File: config.mk
export PLATFORM = sky130hd
export DESIGN_NAME = cfgp_master
export DESIGN_NICKNAME = d
export VERILOG_FILES = /design/src/rtl/cfgp_pkg.sv /design/src/rtl/cfgp_clkpulse.sv /design/src/rtl/cfgp_timer.sv /design/src/rtl/cfgp_master.sv
export SDC_FILE = /design/constraint.sdc
export NUM_CORES = 1
export LEC_CHECK = 0
export ABC_AREA = 1
export ABC_CLOCK_PERIOD_IN_PS = 2300
export BUFFER_PORTS_ARGS = -buffer_cell sky130_fd_sc_hd__clkbuf_2
export CAP_MARGIN = 40
export CORE_MARGIN = 2
export CORE_UTILIZATION = 45
export CTS_CLUSTER_SIZE = 20
export DETAILED_ROUTE_END_ITERATION = 16
export PLACE_DENSITY = 0.66
export SETUP_SLACK_MARGIN = 0.2
export SLEW_MARGIN = 20
export SYNTH_ARGS = -nofsm -noshare
export SYNTH_HDL_FRONTEND = slang
export SYNTH_SLANG_ARGS = --single-unit
File: constraint.sdc
create_clock -name clk -period 2.3 [get_ports clk]
set_clock_uncertainty 0.05 [all_clocks]
set_input_delay 0.69 -clock clk [delete_from_list [all_inputs] [get_ports clk]]
set_output_delay 0.69 -clock clk [all_outputs]
set_load 0.01 [all_outputs]
File: src/rtl/cfgp_pkg.sv
package cfgp_pkg;

  typedef enum logic [4:0] {
    S_IDLE,
    S_PROG,
    S_INITW,
    S_SETUP,
    S_FETCH,
    S_WPULSE,
    S_WCHK,
    S_CSOFF,
    S_WROFF,
    S_DCHK,
    S_DPULSE,
    S_RSETUP,
    S_RPULSE,
    S_RHOLD,
    S_RCSOFF,
    S_RTAIL,
    S_FIN
  } cfgp_state_e;

  typedef enum logic [1:0] {
    ST_OK      = 2'd0,
    ST_TO_INIT = 2'd1,
    ST_TO_BUSY = 2'd2,
    ST_TO_DONE = 2'd3
  } cfgp_status_e;

endpackage

File: src/rtl/cfgp_clkpulse.sv
// Issues one configuration clock pulse per request: LOW_CYC cycles low,
// then HIGH_CYC cycles high, then a one-cycle completion strobe.
module cfgp_clkpulse #(
  parameter int LOW_CYC  = 2,
  parameter int HIGH_CYC = 2
) (
  input  logic clk,
  input  logic rst_n,
  input  logic go,
  output logic cclk,
  output logic done
);
  localparam int MAXC = (LOW_CYC > HIGH_CYC) ? LOW_CYC : HIGH_CYC;
  localparam int CW   = (MAXC > 1) ? $clog2(MAXC + 1) : 1;

  logic          run_q;
  logic          low_q;
  logic [CW-1:0] cnt_q;
  logic          cclk_q;
  logic          done_q;

  always_ff @(posedge clk or negedge rst_n) begin
    if (!rst_n) begin
      run_q  <= 1'b0;
      low_q  <= 1'b0;
      cnt_q  <= '0;
      cclk_q <= 1'b1;
      done_q <= 1'b0;
    end else begin
      done_q <= 1'b0;
      if (go && !run_q) begin
        run_q  <= 1'b1;
        low_q  <= 1'b1;
        cclk_q <= 1'b0;
        cnt_q  <= CW'(LOW_CYC - 1);
      end else if (run_q) begin
        if (cnt_q != '0) begin
          cnt_q <= cnt_q - 1'b1;
        end else if (low_q) begin
          low_q  <= 1'b0;
          cclk_q <= 1'b1;
          cnt_q  <= CW'(HIGH_CYC - 1);
        end else begin
          run_q  <= 1'b0;
          done_q <= 1'b1;
        end
      end
    end
  end

  assign cclk = cclk_q;
  assign done = done_q;

  // a pulse only completes once the clock is back high
  a_r3_done_clk_high: assert property (@(posedge clk) disable iff (!rst_n)
    done |-> cclk);
  // a new pulse is never requested while one is still running
  a_r3_no_retrigger: assert property (@(posedge clk) disable iff (!rst_n)
    go |-> !run_q);

endmodule

File: src/rtl/cfgp_timer.sv
// Counts cycles while run is high, clears while low, saturates at LIMIT.
module cfgp_timer #(
  parameter int LIMIT = 2500000
) (
  input  logic clk,
  input  logic rst_n,
  input  logic run,
  output logic expired
);
  localparam int TW = $clog2(LIMIT + 1);

  logic [TW-1:0] cnt_q;

  always_ff @(posedge clk or negedge rst_n) begin
    if (!rst_n)                   cnt_q <= '0;
    else if (!run)                cnt_q <= '0;
    else if (cnt_q != TW'(LIMIT)) cnt_q <= cnt_q + 1'b1;
  end

  assign expired = (cnt_q == TW'(LIMIT));

  // once the window has run out it stays out until the wait ends
  a_r2_expiry_sticky: assert property (@(posedge clk) disable iff (!rst_n)
    (run && expired) |=> expired);

endmodule

File: src/rtl/cfgp_master.sv
module cfgp_master
  import cfgp_pkg::*;
#(
  parameter int DW          = 8,
  parameter int CNT_W       = 16,
  parameter int PROG_CYC    = 4,
  parameter int LOW_CYC     = 2,
  parameter int HIGH_CYC    = 2,
  parameter int TIMEOUT_CYC = 2500000
) (
  input  logic             clk,
  input  logic             rst_n,
  input  logic             start,
  input  logic             mode_rd,
  input  logic             busy_chk_en,
  input  logic [CNT_W-1:0] xfer_len,
  input  logic             in_valid,
  input  logic [DW-1:0]    in_data,
  output logic             in_ready,
  output logic             out_valid,
  output logic [DW-1:0]    out_data,
  input  logic             out_ready,
  output logic             active,
  output logic             status_valid,
  output logic [1:0]       status_code,
  output logic             cfg_prog,
  output logic             cfg_cs,
  output logic             cfg_wr,
  output logic             cfg_clk,
  output logic [DW-1:0]    cfg_dout,
  output logic             cfg_doe,
  input  logic [DW-1:0]    cfg_din,
  input  logic             tgt_init,
  input  logic             tgt_busy,
  input  logic             tgt_done
);
  localparam int PW = (PROG_CYC > 1) ? $clog2(PROG_CYC + 1) : 1;

  cfgp_state_e  st_q, st_d;
  cfgp_status_e fin_code, code_q;
  logic [PW-1:0]    prog_cnt_q;
  logic [CNT_W-1:0] left_q;
  logic             bchk_q;
  logic [DW-1:0]    dout_q;
  logic [DW-1:0]    rbuf_q;
  logic             rvalid_q;
  logic             pg_go, pg_done, pg_clk;
  logic             tmr_run, tmr_exp;

  // ---------------- sequencing ----------------
  always_comb begin
    st_d     = st_q;
    fin_code = ST_OK;
    unique case (st_q)
      S_IDLE:   if (start) st_d = mode_rd ? S_RSETUP : S_PROG;
      S_PROG:   if (prog_cnt_q == PW'(PROG_CYC - 1)) st_d = S_INITW;
      S_INITW: begin
        if (!tgt_init && !tgt_busy) st_d = S_SETUP;
        else if (tmr_exp) begin
          st_d     = S_FIN;
          fin_code = ST_TO_INIT;
        end
      end
      S_SETUP:  st_d = (left_q == '0) ? S_CSOFF : S_FETCH;
      S_FETCH:  if (in_valid) st_d = S_WPULSE;
      S_WPULSE: if (pg_done) st_d = S_WCHK;
      S_WCHK: begin
        if (bchk_q && tgt_busy) begin
          if (tmr_exp) begin
            st_d     = S_FIN;
            fin_code = ST_TO_BUSY;
          end else begin
            st_d = S_WPULSE;
          end
        end else begin
          st_d = (left_q == '0) ? S_CSOFF : S_FETCH;
        end
      end
      S_CSOFF:  st_d = S_WROFF;
      S_WROFF:  st_d = S_DCHK;
      S_DCHK: begin
        if (tgt_done) st_d = S_FIN;
        else if (tmr_exp) begin
          st_d     = S_FIN;
          fin_code = ST_TO_DONE;
        end else begin
          st_d = S_DPULSE;
        end
      end
      S_DPULSE: if (pg_done) st_d = S_DCHK;
      S_RSETUP: st_d = (left_q == '0) ? S_RCSOFF : S_RPULSE;
      S_RPULSE: if (pg_done) st_d = S_RHOLD;
      S_RHOLD:  if (out_ready) st_d = (left_q == CNT_W'(1)) ? S_RCSOFF : S_RPULSE;
      S_RCSOFF: st_d = S_RTAIL;
      S_RTAIL:  if (pg_done) st_d = S_FIN;
      S_FIN:    st_d = S_IDLE;
      default:  st_d = S_IDLE;
    endcase
  end

  always_ff @(posedge clk or negedge rst_n) begin
    if (!rst_n) begin
      st_q       <= S_IDLE;
      prog_cnt_q <= '0;
      left_q     <= '0;
      bchk_q     <= 1'b0;
      dout_q     <= '0;
      rbuf_q     <= '0;
      rvalid_q   <= 1'b0;
      code_q     <= ST_OK;
    end else begin
      st_q       <= st_d;
      prog_cnt_q <= (st_q == S_PROG) ? prog_cnt_q + 1'b1 : '0;
      if (st_q == S_IDLE && start) begin
        left_q <= xfer_len;
        bchk_q <= busy_chk_en;
      end
      if (st_q == S_FETCH && in_valid) begin
        dout_q <= in_data;
        left_q <= left_q - 1'b1;
      end
      if (st_q == S_RPULSE && pg_done) begin
        rbuf_q   <= cfg_din;
        rvalid_q <= 1'b1;
      end
      if (st_q == S_RHOLD && out_ready) begin
        rvalid_q <= 1'b0;
        left_q   <= left_q - 1'b1;
      end
      if (st_d == S_FIN && st_q != S_FIN) code_q <= fin_code;
    end
  end

  // ---------------- clock pulses and wait window ----------------
  assign pg_go   = (st_d != st_q) &&
                   (st_d inside {S_WPULSE, S_DPULSE, S_RPULSE, S_RTAIL});
  assign tmr_run = st_q inside {S_INITW, S_WPULSE, S_WCHK, S_DPULSE, S_DCHK};

  cfgp_clkpulse #(
    .LOW_CYC (LOW_CYC),
    .HIGH_CYC(HIGH_CYC)
  ) u_pulse (
    .clk  (clk),
    .rst_n(rst_n),
    .go   (pg_go),
    .cclk (pg_clk),
    .done (pg_done)
  );

  cfgp_timer #(
    .LIMIT(TIMEOUT_CYC)
  ) u_timer (
    .clk    (clk),
    .rst_n  (rst_n),
    .run    (tmr_run),
    .expired(tmr_exp)
  );

  // ---------------- outputs ----------------
  assign cfg_prog     = (st_q == S_PROG);
  assign cfg_cs       = st_q inside {S_SETUP, S_FETCH, S_WPULSE, S_WCHK,
                                     S_RSETUP, S_RPULSE, S_RHOLD};
  assign cfg_wr       = st_q inside {S_SETUP, S_FETCH, S_WPULSE, S_WCHK, S_CSOFF};
  assign cfg_doe      = cfg_wr;
  assign cfg_dout     = dout_q;
  assign cfg_clk      = pg_clk;
  assign in_ready     = (st_q == S_FETCH);
  assign out_valid    = rvalid_q;
  assign out_data     = rbuf_q;
  assign active       = (st_q != S_IDLE);
  assign status_valid = (st_q == S_FIN);
  assign status_code  = code_q;

  // ---------------- assertions ----------------
  // chip select only rises with the clock parked high
  a_r3_cs_rise_clk_high: assert property (@(posedge clk) disable iff (!rst_n)
    $rose(cfg_cs) |-> cfg_clk);
  // a stretch pulse keeps the byte on the bus
  a_r4_byte_held: assert property (@(posedge clk) disable iff (!rst_n)
    (st_q == S_WPULSE && $past(st_q) == S_WCHK) |-> $stable(cfg_dout));
  // on a normal finish chip select is already low when write drops
  a_r7_cs_before_wr: assert property (@(posedge clk) disable iff (!rst_n)
    ($fell(cfg_wr) && !status_valid) |-> $past(!cfg_cs));
  // a waiting readback byte is held and no pulse is in flight
  a_r10_out_hold: assert property (@(posedge clk) disable iff (!rst_n)
    (out_valid && !out_ready) |=> (out_valid && $stable(out_data)));
  a_r10_no_clk_while_full: assert property (@(posedge clk) disable iff (!rst_n)
    out_valid |-> cfg_clk);
  // a start during a running operation never programs again
  a_r13_start_ignored: assert property (@(posedge clk) disable iff (!rst_n)
    (start && active) |=> !$rose(cfg_prog));
  a_r13_status_pulse: assert property (@(posedge clk) disable iff (!rst_n)
    status_valid |=> !status_valid);

endmodule

* After elaboration in Yosys (flattened, before gate mapping)
Cells that the tools add are included.
Word-level totals: flip-flop bits (word level) 72, output and inout bits 27
Operators by class: equal/unequal tests 29, mux-type cells 53, $add $sub $neg 4, reductions and logical operators 28
Operators with widths (number):
- case mux 5 bit (16 select lines) | 1
- two-way mux 5 bit | 14
- equality test 5 x 4 -> 1 bit (second input constant) | 11
- two-way mux 16 bit | 3
- two-way mux 22 bit | 2
- equality test 5 x 3 -> 1 bit (second input constant) | 5
- adder 22 x 1 -> 22 bit (second input constant) | 1
- equality test 22 bit (second input constant) | 1
- two-way mux 2 bit | 11
- inequality test 22 bit (second input constant) | 1
- two-way mux 1 bit | 19
- equality test 16 x 1 -> 1 bit (second input constant) | 1
- logical NOT 16 bit | 1
- subtractor 16 x 1 -> 16 bit (second input constant) | 1
- nonzero test 5 bit | 3
- equality test 5 x 2 -> 1 bit (second input constant) | 2
- equality test 5 bit (second input constant) | 2
- logical AND 1 bit | 9
- nonzero test 2 bit | 4
- nonzero test 7 bit | 1
- case mux 2 bit (3 select lines) | 1
- nonzero test 3 bit | 2
- equality test 5 x 1 -> 1 bit (second input constant) | 1
- logical NOT 5 bit | 1
- other kinds (13) | 16

* Longest topological paths before layout
Gate-level depths: netlist (run 1).
depth after elaboration 10, depth in mapped cells 20, gate-level depth less buffers 20

* Cells and area by module
A second synthesis (run 1) with hierarchy kept.
Second synthesis, totals: cells, all modules 634, area total of the unflattened synthesis 4529.3 um^2
By module, submodules not included:
- cfgp_master | times used 1, area each 2841.5 um^2, sequential area each 1101.1 um^2, cells an instance 394
- cfgp_timer | times used 1, area each 1438.9 um^2, sequential area each 550.5 um^2, cells an instance 214
- cfgp_clkpulse | times used 1, area each 249.0 um^2, sequential area each 151.4 um^2, cells an instance 26

* Worst setup path after synthesis (run 1)
No wires, ideal clock.
path kind register to register, start point register u_timer.cnt_q[0], end point register u_pulse.cnt_q[0], arrival 1823 ps, required time 2134 ps, path buffers 0, library setup time 116 ps, path slack 311 ps, cell stages (with the launch flop) 20, clock period less this slack 1989 ps, cell sequence dfrtp_1 > inv_1 > ha_1 > inv_1 > nor2_1 > nand2_1 > nor2_1 > nand3_1 > nand2_1 > nand2_1 > nand2_1 > nand2_1 > nor2_1 > nand3_1 > nand2_1 > inv_1 > nand2_2 > nand3_2 > nand3_1 > nand2_1
Between the ends: cells in the longest elaborated chain, start to end 10, elaborated cells on any way between the ends 20, those cells by class eq/ne: 6; mux: 8; reduce/logical: 6
RTL lines:
- from (decl) | line cfgp_timer.sv:12 | logic [TW-1:0] cnt_q;
- from (signal assigned) | line cfgp_timer.sv:17 | else if (cnt_q != TW'(LIMIT)) cnt_q <= cnt_q + 1'b1;
- equality test 22 bit (*) | line cfgp_timer.sv:20 | assign expired = (cnt_q == TW'(LIMIT));
- two-way mux 5 bit (on tied branches) | line cfgp_master.sv:69, cfgp_master.sv:59, cfgp_master.sv:83
- two-way mux 5 bit (on tied branches) | line cfgp_master.sv:68, cfgp_master.sv:58, cfgp_master.sv:82
- case mux 5 bit (16 select lines) (*) | line cfgp_master.sv:54 | unique case (st_q)
- equality test 5 x 3 -> 1 bit or equality test 5 x 4 -> 1 bit (tied branches) | line cfgp_master.sv:136 | (st_d inside {S_WPULSE, S_DPULSE, S_RPULSE, S_RTAIL});
- nonzero test 4 bit | line cfgp_master.sv:136
- logical AND 1 bit (*) | line cfgp_master.sv:135 | assign pg_go = (st_d != st_q) &&
- logical AND 1 bit (*) | line cfgp_clkpulse.sv:31 | if (go && !run_q) begin
- nonzero test 3 bit (no source line) or nonzero test 2 bit (tied branches)
- AND reduction 2 bit (no source line)
- to (signal assigned) | line cfgp_clkpulse.sv:35 | cnt_q <= CW'(LOW_CYC - 1);
- to (signal assigned) | line cfgp_clkpulse.sv:38 | cnt_q <= cnt_q - 1'b1;
- to (signal assigned) | line cfgp_clkpulse.sv:42 | cnt_q <= CW'(HIGH_CYC - 1);
- to (decl) | line cfgp_clkpulse.sv:18 | logic [CW-1:0] cnt_q;
Mark *: on every way between the ends. The rest lies on a longest branch, timed or not. A chain may end at the register's enable or synchronous reset.

* Final worst setup path (run 1)
start point register st_q[1], end point output port cfg_cs
Between the ends: cells in the longest elaborated chain, start to end 2, elaborated cells on any way between the ends 8, those cells by class eq/ne: 7; reduce/logical: 1
RTL lines:
- from (decl) | line cfgp_master.sv:39 | cfgp_state_e st_q, st_d;
- from (signal assigned) | line cfgp_master.sv:112 | st_q <= st_d;
- equality test 5 x 2 -> 1 bit, or another cell as far along | line cfgp_master.sv:161 | assign cfg_cs = st_q inside {S_SETUP, S_FETCH, S_WPULSE, S_WCHK,
- nonzero test 7 bit (*) | line cfgp_master.sv:161
- to (decl) | line cfgp_master.sv:27 | output logic cfg_cs,
Marks and branches as above.

==> results of run 1 <==
## through the flow
stage               hold slack, ps  power (mW)  cell area, um^2
finish                         254        6.31             5890
global route                   297        6.78             5890
CTS                            281        5.93             5510
detailed placement             382        4.57             4990
global placement               371        4.51             4990
floorplan                      344        3.68             4360
## registers in the layout (all words and copies together), names as in the netlist
signal and count:
u_pulse.cnt_q 2, u_pulse.run_q 1, st_q 5, u_timer.cnt_q 22, u_pulse.low_q 1, out_data 8, u_pulse.done 1, left_q 16
prog_cnt_q 3, cfg_dout 8, bchk_q 1, status_code 2, u_pulse.cclk 1, out_valid 1
## layout make-up
class	count	area (um^2)	area share [%]
clock buffers	10	128	2.17
multi-input cells	427	2450	41.6
repair buffers	134	928	15.8
clock inverters	6	60.1	1.02
flip-flops and latches	72	1810	30.7
inverters	92	353	5.99
well taps	129	161	2.74
## power breakdown
group	internal [mW]	total (mW)	switching (mW)
Combinational	1.43	3.36	1.93
Clock	0.496	0.999	0.503
Sequential	1.64	1.95	0.309
Total	3.57	6.31	2.74
## layer usage
metal | share of wire, % | wire length (um) | vias up | GRT usage (%)
met4 | 1.9 | 231 | 0 | 9.44
met1 | 43 | 5340 | 2091 | 31.7
li1 | - | - | 2215 | -
met3 | 6.7 | 828 | 25 | 3.76
met5 | 0 | 0 | - | 0
met2 | 48 | 5930 | 182 | 37.6
## how the worst max path moves through the flow
stage | from | endpoint | slack, ps | cells past startpoint
4_1_cts | st_q[0]$_DFF_PN0_ | cfg_cs | 10 | 7
6_report | st_q[1]$_DFF_PN0_ | cfg_cs | -70 | 4
3_3_place_gp | u_timer.cnt_q[0]$_DFFE_PN0P_ | u_pulse.cnt_q[0]$_DFFE_PN0P_ | 80 | 19
5_1_grt | u_timer.cnt_q[15]$_DFFE_PN0P_ | u_pulse.cnt_q[0]$_DFFE_PN0P_ | -120 | 16
2_1_floorplan | u_timer.cnt_q[0]$_DFFE_PN0P_ | u_pulse.cnt_q[0]$_DFFE_PN0P_ | 310 | 19
3_5_place_dp | u_timer.cnt_q[0]$_DFFE_PN0P_ | u_pulse.cnt_q[0]$_DFFE_PN0P_ | 20 | 19
## layout by cell type, fill, tap and decap left out, types with 12 or more instances in the layout
| cell type | count |
|---|---|
| nand2_1 | 130 |
| inv_1 | 75 |
| inv_2 | 14 |
| nor2_2 | 16 |
| nand4_1 | 19 |
| buf_6 | 16 |
| buf_4 | 51 |
| clkbuf_2 | 64 |
| a21oi_1 | 19 |
| o21ai_0 | 15 |
| nand2_2 | 17 |
| dfrtp_1 | 65 |
| nor3_1 | 17 |
| nand3_1 | 40 |
| nor2_1 | 63 |
| nor2_4 | 12 |
## cell families after synthesis
kind of cell | Yosys count | synth area share [%]
AND/OR/NAND/NOR | 341 | 35.3
AO/OA/AOI/OAI | 65 | 9.05
multiplexers | 8 | 2.07
adder cells (fa/ha/maj) | 7 | 2.01
flip-flops | 72 | 41.4
buffers and inverters | 100 | 8.99
XOR/XNOR | 6 | 1.21
## critical path, cell delays in order (launching register included)
cell and delay, ps:
dfrtp_2 460, nor2_2 280, nand3_1 230, nand4_1 160, clkbuf_2 140
## what timing repair did
action                                  4_1_cts  5_1_grt
pin swaps                                    11       44
gates cloned                                  0        1
gates resized for setup                      33       80
endpoints found under the setup margin       15       35
setup buffers                                27       16
==> results.sh, run 1 <==
export IMPL_synth_commonest_cells="nand2_1 (146), inv_1 (87), nor2_1 (79)"
export IMPL_grt_overflow=0
export IMPL_cap_violations=0
export IMPL_cts_buffers_inserted=9
export IMPL_synth_edff_count=0
export IMPL_fin_cells=870
export IMPL_yosysUniqueCellTypes=42
export IMPL_status="complete, but fails checks"
export IMPL_drt_wirelength_per_cell_um=14.2
export IMPL_htreeDepth=3
export IMPL_asyncSetResetFlopFracSynth_pct=100
export IMPL_n_fill_cell=839
export IMPL_grt_pass1_wl_um=19300
export IMPL_syn_area_um2=4360
export IMPL_place_gp_congestion=0.894
export IMPL_crit_path_end_kind="primary output"
export IMPL_grt_start_max_net_pins=39
export IMPL_drtIter0Drc=243
export IMPL_setup_violations=2
export IMPL_port_buffer_count=68
export IMPL_worst_r2r_cell_count=17
export IMPL_synth_avg_cell_area_um2=7.27
export IMPL_worstReg2RegStart="st_q[0]$_DFF_PN0_"
export IMPL_synthCells=599
export IMPL_final_antenna_net_count=0
export IMPL_worst_pin_slew_ps=546
export IMPL_synth_nets=648
export IMPL_cts_tree="yes"
export IMPL_slew_headroom_pct=63.6
export IMPL_reg2reg_to="u_pulse.cnt_q[0]$_DFFE_PN0P_"
export IMPL_pre_cts_ws_ps=22.7
export IMPL_synth_seq_area_share_pct=41.4
export IMPL_min_period_over_period_pct=103
export IMPL_vias_per_cell=5.19
export IMPL_arrival_ps=1630
export IMPL_synth_seq_cells=72
export IMPL_required_ps=1560
export IMPL_cts_root_buf="clkbuf_8"
export IMPL_dpl_hpwl_um=8580
export IMPL_r2r_slack_ps=0
export IMPL_synth_top_area_cell="dfrtp_1"
export IMPL_cts_path_max_buffers=2
export IMPL_drv_slew=0
export IMPL_synth_top_cell_area_share_pct=40.8
export IMPL_finalHoldViolCount=0
export IMPL_yosys_top_cells_area="dfrtp_1 (41%), nand2_1 (13%), inv_1 (7.5%)"
export IMPL_powerDensity_nw_per_um2=1070
export IMPL_track_usage_pct=23.4
export IMPL_synthToLayoutAreaGrowth_pct=35.3
export IMPL_drive_above_1_share_pct=34.7
export IMPL_yosysWarnings=0
export IMPL_finish_utilization_pct=63.2
export IMPL_path_class="reg2out"
export IMPL_grt_pass1_vias=4172
export IMPL_core_area_um2=9330
export IMPL_path_clk_slew_ps=80
export IMPL_yosys_cell_count_top_type="nand2_1"
export IMPL_finalSetupTns_ps=-107
export IMPL_p_leak_nw=3.03
export IMPL_drcViolationCount=0
export IMPL_dp_cells=810
export IMPL_vias=4513
export IMPL_max_freq_mhz=422
export IMPL_antenna_found_initial=0
export IMPL_ios=69
export IMPL_fin_crit_ps=2370
export IMPL_placementRows=35
export IMPL_cts_hold_buffers=0
export IMPL_holdCritPathClass="in2async"
export IMPL_routed_wl_um=12300
export IMPL_die_x_um=102
export IMPL_violations="negative setup slack"
export IMPL_dieArea_um2=10500
export IMPL_ir_worst_vdd_mv=0.554
export IMPL_clock_latency_ps=350
export IMPL_start_kind="register"
export IMPL_rsz0062_at_grt="yes"
export IMPL_numClockSinks=72
export IMPL_floorplan_initialDensity_pct=46.7
export IMPL_nets=785
export IMPL_synthFlopType="dfrtp_1"
export IMPL_crit_fanout=6
export IMPL_antenna_cells=0
export IMPL_fin_ws_ps=-69.6
export IMPL_die_h_um=102
export IMPL_first_pass_iters=5
Note: power is estimated with default switching activity, not from simulation.
==> run 2, diff against run 1 <==
--- a/config.mk
+++ b/config.mk
@@ -6,7 +6,7 @@
 export NUM_CORES = 1
 export LEC_CHECK = 0
 export ABC_AREA = 1
-export ABC_CLOCK_PERIOD_IN_PS = 2300
+export ABC_CLOCK_PERIOD_IN_PS = 2190
 export BUFFER_PORTS_ARGS = -buffer_cell sky130_fd_sc_hd__clkbuf_2
 export CAP_MARGIN = 40
 export CORE_MARGIN = 2
==> constraint.sdc (replaced) <==
create_clock -name clk -period 2.19 [get_ports clk]
set_clock_uncertainty 0.05 [all_clocks]
set_input_delay 0.657 -clock clk [delete_from_list [all_inputs] [get_ports clk]]
set_output_delay 0.657 -clock clk [all_outputs]
set_load 0.01 [all_outputs]
==> run 2 against run 1 <==
  * The flow still finishes with violations (negative setup slack)
  * Non-clock buffer count up 13
  * Register-to-register slack worse by 20 ps
  * Clock power up 20%
  * Sequential power up 6%
  * Cell count up 1.5%
  * Sequential cell count unchanged
  * Critical path depth up 3
  * Critical path type unchanged
  * Largest cell class unchanged
  * Largest power group unchanged
==> results.sh, run 2 (synthesis gave the netlist of run 1 again) <==
export IMPL_grt_pass1_wl_um=19900
export IMPL_die_x_um=102
export IMPL_drv_slew=0
export IMPL_r2r_slack_ps=-20
export IMPL_top_layer_used="met4"
export IMPL_wl_met3_um=549
export IMPL_dpl_hpwl_um=8620
export IMPL_clock_latency_ps=360
export IMPL_place_gp_congestion=0.907
export IMPL_required_ps=1480
export IMPL_crit_path_end_kind="primary output"
export IMPL_slew_headroom_pct=60.3
export IMPL_max_freq_mhz=440
export IMPL_vias_per_cell=5.16
export IMPL_setup_violations=6
export IMPL_cap_violations=0
export IMPL_wl_met2_um=6060
export IMPL_drcViolationCount=0
export IMPL_numClockSinks=72
export IMPL_layout_common_cells="nand2_1 (126), inv_1 (70), dfrtp_1 (65)"
export IMPL_routed_wl_um=12600
export IMPL_dp_cells=822
export IMPL_multi_input_area_um2=2530
export IMPL_finalHoldViolCount=0
export IMPL_final_common_cell="nand2_1"
export IMPL_finalPower_mw=6.95
export IMPL_largest_reg_flops=22
export IMPL_floorplan_initialDensity_pct=46.7
export IMPL_p_leak_nw=3.09
export IMPL_vias=4560
export IMPL_start_kind="register"
export IMPL_drive_above_1_share_pct=39.0
export IMPL_first_pass_iters=5
export IMPL_track_usage_pct=24.3
export IMPL_register_area_um2=1810
export IMPL_path_class="reg2out"
export IMPL_port_buffer_count=68
export IMPL_cts_path_max_buffers=2
export IMPL_rsz0062_at_grt="yes"
export IMPL_htreeDepth=3
export IMPL_powerDensity_nw_per_um2=1130
export IMPL_cts_hold_buffers=0
export IMPL_antenna_cells=0
export IMPL_drtIter0Drc=273
export IMPL_antenna_found_initial=0
export IMPL_n_fill_cell=844
export IMPL_min_period_over_period_pct=104
export IMPL_core_area_um2=9330
export IMPL_holdCritPathClass="in2async"
export IMPL_violations="negative setup slack"
export IMPL_grt_overflow=0
export IMPL_largest_registers="u_timer.cnt_q (22), left_q (16)"
export IMPL_grt_start_max_net_pins=44
export IMPL_fin_ws_ps=-80.9
export IMPL_placementRows=35
export IMPL_wl_met1_um=5670
export IMPL_dieArea_um2=10500
export IMPL_crit_fanout=4
export IMPL_cts_root_buf="clkbuf_8"
export IMPL_fin_area_um2=6130
export IMPL_place_area_um2=5070
export IMPL_synthToLayoutAreaGrowth_pct=40.6
export IMPL_ios=69
export IMPL_fin_crit_ps=2270
export IMPL_nets=798
export IMPL_drt_wirelength_per_cell_um=14.3
export IMPL_path_clk_slew_ps=80
export IMPL_ir_worst_vdd_mv=0.571
export IMPL_status="complete, but fails checks"
export IMPL_grt_pass1_vias=4235
export IMPL_die_h_um=102
export IMPL_final_antenna_net_count=0
export IMPL_finish_utilization_pct=65.7
export IMPL_arrival_ps=1560
export IMPL_cts_tree="yes"
export IMPL_fin_cells=883
export IMPL_worst_pin_slew_ps=596
export IMPL_regMostFlops="u_timer.cnt_q"
export IMPL_cts_buffers_inserted=9
-- run 2: cell count changes in the layout (fill, tap and decap cells not counted), sizes merged --
cell    change
bufinv      +1
inv         +1
clkbuf      -3
clkinv      -2
buf        +16
-- run 2: path summary, 6_finish.rpt --
| path | startpoint | end | depth (start not counted) |
|---|---|---|---|
| setup reg to reg | st_q[2]$_DFF_PN0_ | u_pulse.cnt_q[0]$_DFFE_PN0P_ | 16 |
| hold / removal | rst_n | u_timer.cnt_q[2]$_DFFE_PN0P_ | 1 |
| max in group asynchronous | rst_n | u_timer.cnt_q[16]$_DFFE_PN0P_ | 2 |
| min in group clk | u_pulse.cclk$_DFFE_PN1P_ | u_pulse.cclk$_DFFE_PN1P_ | 2 |
| hold reg to reg | u_pulse.cclk$_DFFE_PN1P_ | u_pulse.cclk$_DFFE_PN1P_ | 2 |
| setup / recovery | st_q[1]$_DFF_PN0_ | cfg_cs | 7 |
-- run 2: final cells by class --
class | instances | share of cell area [%]
sequential | 72 | 29.5
timing repair buffer | 147 | 17.2
clock inverter | 6 | 1.51
inverter | 92 | 5.76
multi-input combinational | 427 | 41.3
clock buffer | 10 | 2.08
tap | 129 | 2.63
-- run 2: what timing repair did --
item,in CTS,in global routing
setup endpoints to repair,26,39
pin swaps,29,29
setup buffers,29,16
resized for setup,63,87
-- run 2: routing by layer --
layer  vias to the layer above  GRT usage (%)
li1                       2242              -
met1                      2133           32.6
met2                       148           40.4
met3                        37           3.97
met4                         0           7.59
met5                         -              0
-- run 2: worst max-delay path, stage by stage, from the launching register on --
cell     delay (ps)
dfrtp_2         460
inv_2            90
nand2_4          50
nor2_4          170
nand2_2         100
buf_6           130
nand4_1          80
buf_2           130
-- run 2: power breakdown --
group          total (mW)  switching (mW)  internal, mW
registers            2.07           0.338          1.73
logic                3.68            2.09          1.59
clock network        1.20           0.554         0.648
total                6.95            2.99          3.97
-- run 2: metrics by stage --
step	hold WS (ps)	TNS [ps]	setup WS [ps]
2_1_floorplan	311	0	201
4_1_cts	269	-67.9	-59.4
5_1_grt	295	-1140	-169
3_5_place_dp	389	-241	-112
3_3_place_gp	371	-42.0	-42.0
6_report	247	-197	-80.9
==> run 3, diff against run 2 <==
--- a/config.mk
+++ b/config.mk
@@ -5,14 +5,14 @@
 export SDC_FILE = /design/constraint.sdc
 export NUM_CORES = 1
 export LEC_CHECK = 0
-export ABC_AREA = 1
-export ABC_CLOCK_PERIOD_IN_PS = 2190
+export ABC_CLOCK_PERIOD_IN_PS = 2200
 export BUFFER_PORTS_ARGS = -buffer_cell sky130_fd_sc_hd__clkbuf_2
 export CAP_MARGIN = 40
 export CORE_MARGIN = 2
 export CORE_UTILIZATION = 45
 export CTS_CLUSTER_SIZE = 20
 export DETAILED_ROUTE_END_ITERATION = 16
+export GPL_TIMING_DRIVEN = 0
 export PLACE_DENSITY = 0.66
 export SETUP_SLACK_MARGIN = 0.2
 export SLEW_MARGIN = 20
==> constraint.sdc (replaced) <==
create_clock -name clk -period 2.2 [get_ports clk]
set_clock_uncertainty 0.05 [all_clocks]
set_input_delay 0.66 -clock clk [delete_from_list [all_inputs] [get_ports clk]]
set_output_delay 0.66 -clock clk [all_outputs]
set_load 0.01 [all_outputs]
==> run 3 against run 2 <==
  * The flow still finishes with violations (negative setup slack)
  * Synthesized cell count fell by 26%
  * Combinational power up 15%
  * Design area decreased by 2.9%
  * Clock-buffer cell count rose by 1
==> results.sh, run 3 <==
export IMPL_antenna_found_initial=0
export IMPL_clock_latency_ps=350
export IMPL_worst_r2r_cell_count=10
export IMPL_cts_tree="yes"
export IMPL_crit_slowest_cell="or4_4"
export IMPL_synth_top_area_cell="dfrtp_1"
export IMPL_synth_top_cell_area_share_pct=43.7
export IMPL_p_leak_nw=2.61
export IMPL_htreeDepth=3
export IMPL_grt_start_max_net_pins=54
export IMPL_clkPwrFrac_pct=12.2
export IMPL_r2r_slack_ps=-720
export IMPL_finalSetupTns_ps=-7160
export IMPL_synth_seq_area_share_pct=44.4
export IMPL_yosys_top_cells_area="dfrtp_1 (44%), nor2_1 (4.8%), nand2_1 (4.7%)"
export IMPL_syn_area_um2=4060
export IMPL_worstReg2RegStart="u_timer.cnt_q[1]$_DFFE_PN0P_"
export IMPL_grt_overflow=0
export IMPL_arrival_ps=3160
export IMPL_cts_root_buf="clkbuf_8"
export IMPL_synth_avg_cell_area_um2=9.13
export IMPL_fin_area_um2=5950
export IMPL_ios=69
export IMPL_drt_wirelength_per_cell_um=17.7
export IMPL_grt_pass1_vias=3924
export IMPL_finalHoldViolCount=0
export IMPL_setup_violations=36
export IMPL_placementRows=34
export IMPL_die_h_um=99
export IMPL_finalPower_mw=7.30
export IMPL_track_usage_pct=24.6
export IMPL_dieArea_um2=9800
export IMPL_place_gp_congestion=0.918
export IMPL_synth_seq_cells=72
export IMPL_min_period_over_period_pct=133
export IMPL_path_clk_slew_ps=80
export IMPL_cts_hold_buffers=0
export IMPL_die_x_um=99
export IMPL_slowest_delay_ps=500
export IMPL_layout_common_cells="dfrtp_1 (67), clkbuf_2 (65), nand2_1 (47)"
export IMPL_synth_nets=494
export IMPL_cap_violations=0
export IMPL_required_ps=2430
export IMPL_max_freq_mhz=342
export IMPL_fin_ws_ps=-724
export IMPL_synthToLayoutAreaGrowth_pct=46.4
export IMPL_drcViolationCount=0
export IMPL_yosysWarnings=0
export IMPL_n_fill_cell=626
export IMPL_final_antenna_net_count=0
export IMPL_powerDensity_nw_per_um2=1230
export IMPL_crit_path_end_kind="register"
export IMPL_routed_wl_um=12100
export IMPL_p_comb_share_pct=57.8
export IMPL_floorplan_initialDensity_pct=46.6
export IMPL_synthCells=445
export IMPL_status="complete, but fails checks"
export IMPL_nets=625
export IMPL_start_kind="register"
export IMPL_p_sw_mw=3.08
export IMPL_reg2reg_to="u_pulse.cclk$_DFFE_PN1P_"
export IMPL_synthFlopType="dfrtp_1"
export IMPL_drv_slew=0
export IMPL_p_int_mw=4.22
export IMPL_rsz0062_at_grt="yes"
export IMPL_final_common_cell="dfrtp_1"
export IMPL_drtIter0Drc=234
export IMPL_synth_commonest_cells="dfrtp_1 (71), nor2_1 (52), nand2_1 (51)"
export IMPL_vias=4052
export IMPL_fin_crit_ps=2920
export IMPL_vias_per_cell=5.90
export IMPL_antenna_cells=0
export IMPL_port_buffer_count=68
export IMPL_numClockSinks=72
export IMPL_swShare_pct=42.2
export IMPL_violations="negative setup slack"
export IMPL_drive_above_1_share_pct=43.5
export IMPL_p_seq_share_pct=30.0
export IMPL_regMostFlops="u_timer.cnt_q"
export IMPL_cts_buffers_inserted=9
export IMPL_grt_pass1_wl_um=19500
export IMPL_yosys_cell_count_top_type="dfrtp_1"
export IMPL_synth_edff_count=0
export IMPL_pre_cts_ws_ps=-1130
export IMPL_place_area_um2=4600
export IMPL_largest_registers="u_timer.cnt_q (22), left_q (16)"
export IMPL_crit_chain="inv_1 > ha_4 > or4b_4 > nor4_4 > nand2_2 > a2111o_1 > or4_4 > o21ai_4 > mux2i_2 > o32a_1"
export IMPL_slew_headroom_pct=55.0
export IMPL_dpl_hpwl_um=7360
export IMPL_first_pass_iters=5
export IMPL_ir_worst_vdd_mv=0.795
export IMPL_crit_fanout=3
export IMPL_largest_reg_flops=22
export IMPL_asyncSetResetFlopFracSynth_pct=100
export IMPL_core_area_um2=8720
export IMPL_cts_path_max_buffers=2
export IMPL_holdCritPathClass="in2async"
export IMPL_worst_pin_slew_ps=676
export IMPL_yosysUniqueCellTypes=62
export IMPL_path_class="reg2reg"
-- run 3: cell count changes after synthesis, sizes merged, moves of 6 or more --
cell | previous run | this run
nand2 | 154 | 52
inv | 92 | 18
nor2 | 91 | 53
nand3 | 50 | 17
clkbuf | 1 | 17
and3 | 1 | 16
nand4 | 19 | 5
xnor2 | 0 | 10
mux2 | 8 | 16
nor3 | 19 | 12
a21oi | 24 | 18
o311ai | 2 | 8
or4 | 0 | 6
-- run 3: per-layer routing --
layer	track usage (%)	part of all wire (%)	up-vias
li1	-	-	1861
met1	34.6	43	1975
met2	38.2	48	187
met3	4.89	6.9	29
met4	8.43	2.0	0
met5	0	0	-
-- run 3: worst max path at each step --
stage / start / depth (start not counted) / to
finish: u_timer.cnt_q[1]$_DFFE_PN0P_ / 10 / u_pulse.cclk$_DFFE_PN1P_
global route: u_timer.cnt_q[0]$_DFFE_PN0P_ / 10 / u_pulse.cclk$_DFFE_PN1P_
CTS: u_timer.cnt_q[0]$_DFFE_PN0P_ / 10 / u_pulse.cclk$_DFFE_PN1P_
detailed placement: st_q[1]$_DFF_PN0_ / 9 / u_pulse.cnt_q[1]$_DFFE_PN0P_
global placement: st_q[1]$_DFF_PN0_ / 9 / u_pulse.cnt_q[1]$_DFFE_PN0P_
floorplan: u_timer.cnt_q[0]$_DFFE_PN0P_ / 10 / u_pulse.cnt_q[1]$_DFFE_PN0P_
-- run 3: timing repair --
action	CTS	global route
cloned	1	0
buffers inserted	32	18
endpoints found under the hold margin	0	0
setup endpoints to repair	65	70
resized for setup	136	75
pin swaps	22	27
-- run 3: layout make-up --
| class | instances | area (um^2) | share of cell area (%) |
|---|---|---|---|
| plain buffers | 20 | 231 | 3.89 |
| clock buffers | 11 | 131 | 2.21 |
| well taps | 108 | 135 | 2.27 |
| multi-input cells | 335 | 2670 | 44.8 |
| clock inverters | 3 | 21.3 | 0.358 |
| flip-flops and latches | 72 | 1810 | 30.4 |
| inverters | 18 | 67.6 | 1.14 |
| repair buffers | 120 | 886 | 14.9 |
-- run 3: kinds of logic after synthesis --
| logic type | after synthesis | share of synthesized area [%] |
|---|---|---|
| flops | 72 | 44.4 |
| mux | 20 | 5.51 |
| compound gates | 79 | 12.9 |
| fa+ha+maj | 7 | 2.16 |
| simple gates | 210 | 27.3 |
| xor+xnor | 19 | 4.10 |
| buf+inv | 38 | 3.67 |
-- run 3: stage by stage --
stage | std cells | util [%] | hold slack, ps
5_1_grt | 687 | 68.2 | 171
3_3_place_gp | 621 | 52.4 | 381
3_5_place_dp | 622 | 52.8 | 393
6_report | 687 | 68.2 | 166
2_1_floorplan | 445 | - | 314
4_1_cts | 669 | 63.5 | 175
-- run 3: critical path, delay by kind of cell, from the launching register on --
family                   cells  cell delay, ps
multiplexers                 1             110
flip-flops                   1             390
AND/OR/NAND/NOR              4            1240
buffers and inverters        1             100
AO/OA/AOI/OAI                3             840
adder cells (fa/ha/maj)      1             130
-- run 3: power groups by stage --
stage | clock (mW) | combinational, mW | sequential [mW]
3_5_place_dp | 0 | 2.59 | 2.09
3_3_place_gp | 0 | 2.54 | 2.07
2_1_floorplan | 0 | 1.77 | 2.09
5_1_grt | 0.968 | 4.54 | 2.24
6_report | 0.889 | 4.22 | 2.19
4_1_cts | 0.904 | 3.56 | 2.12
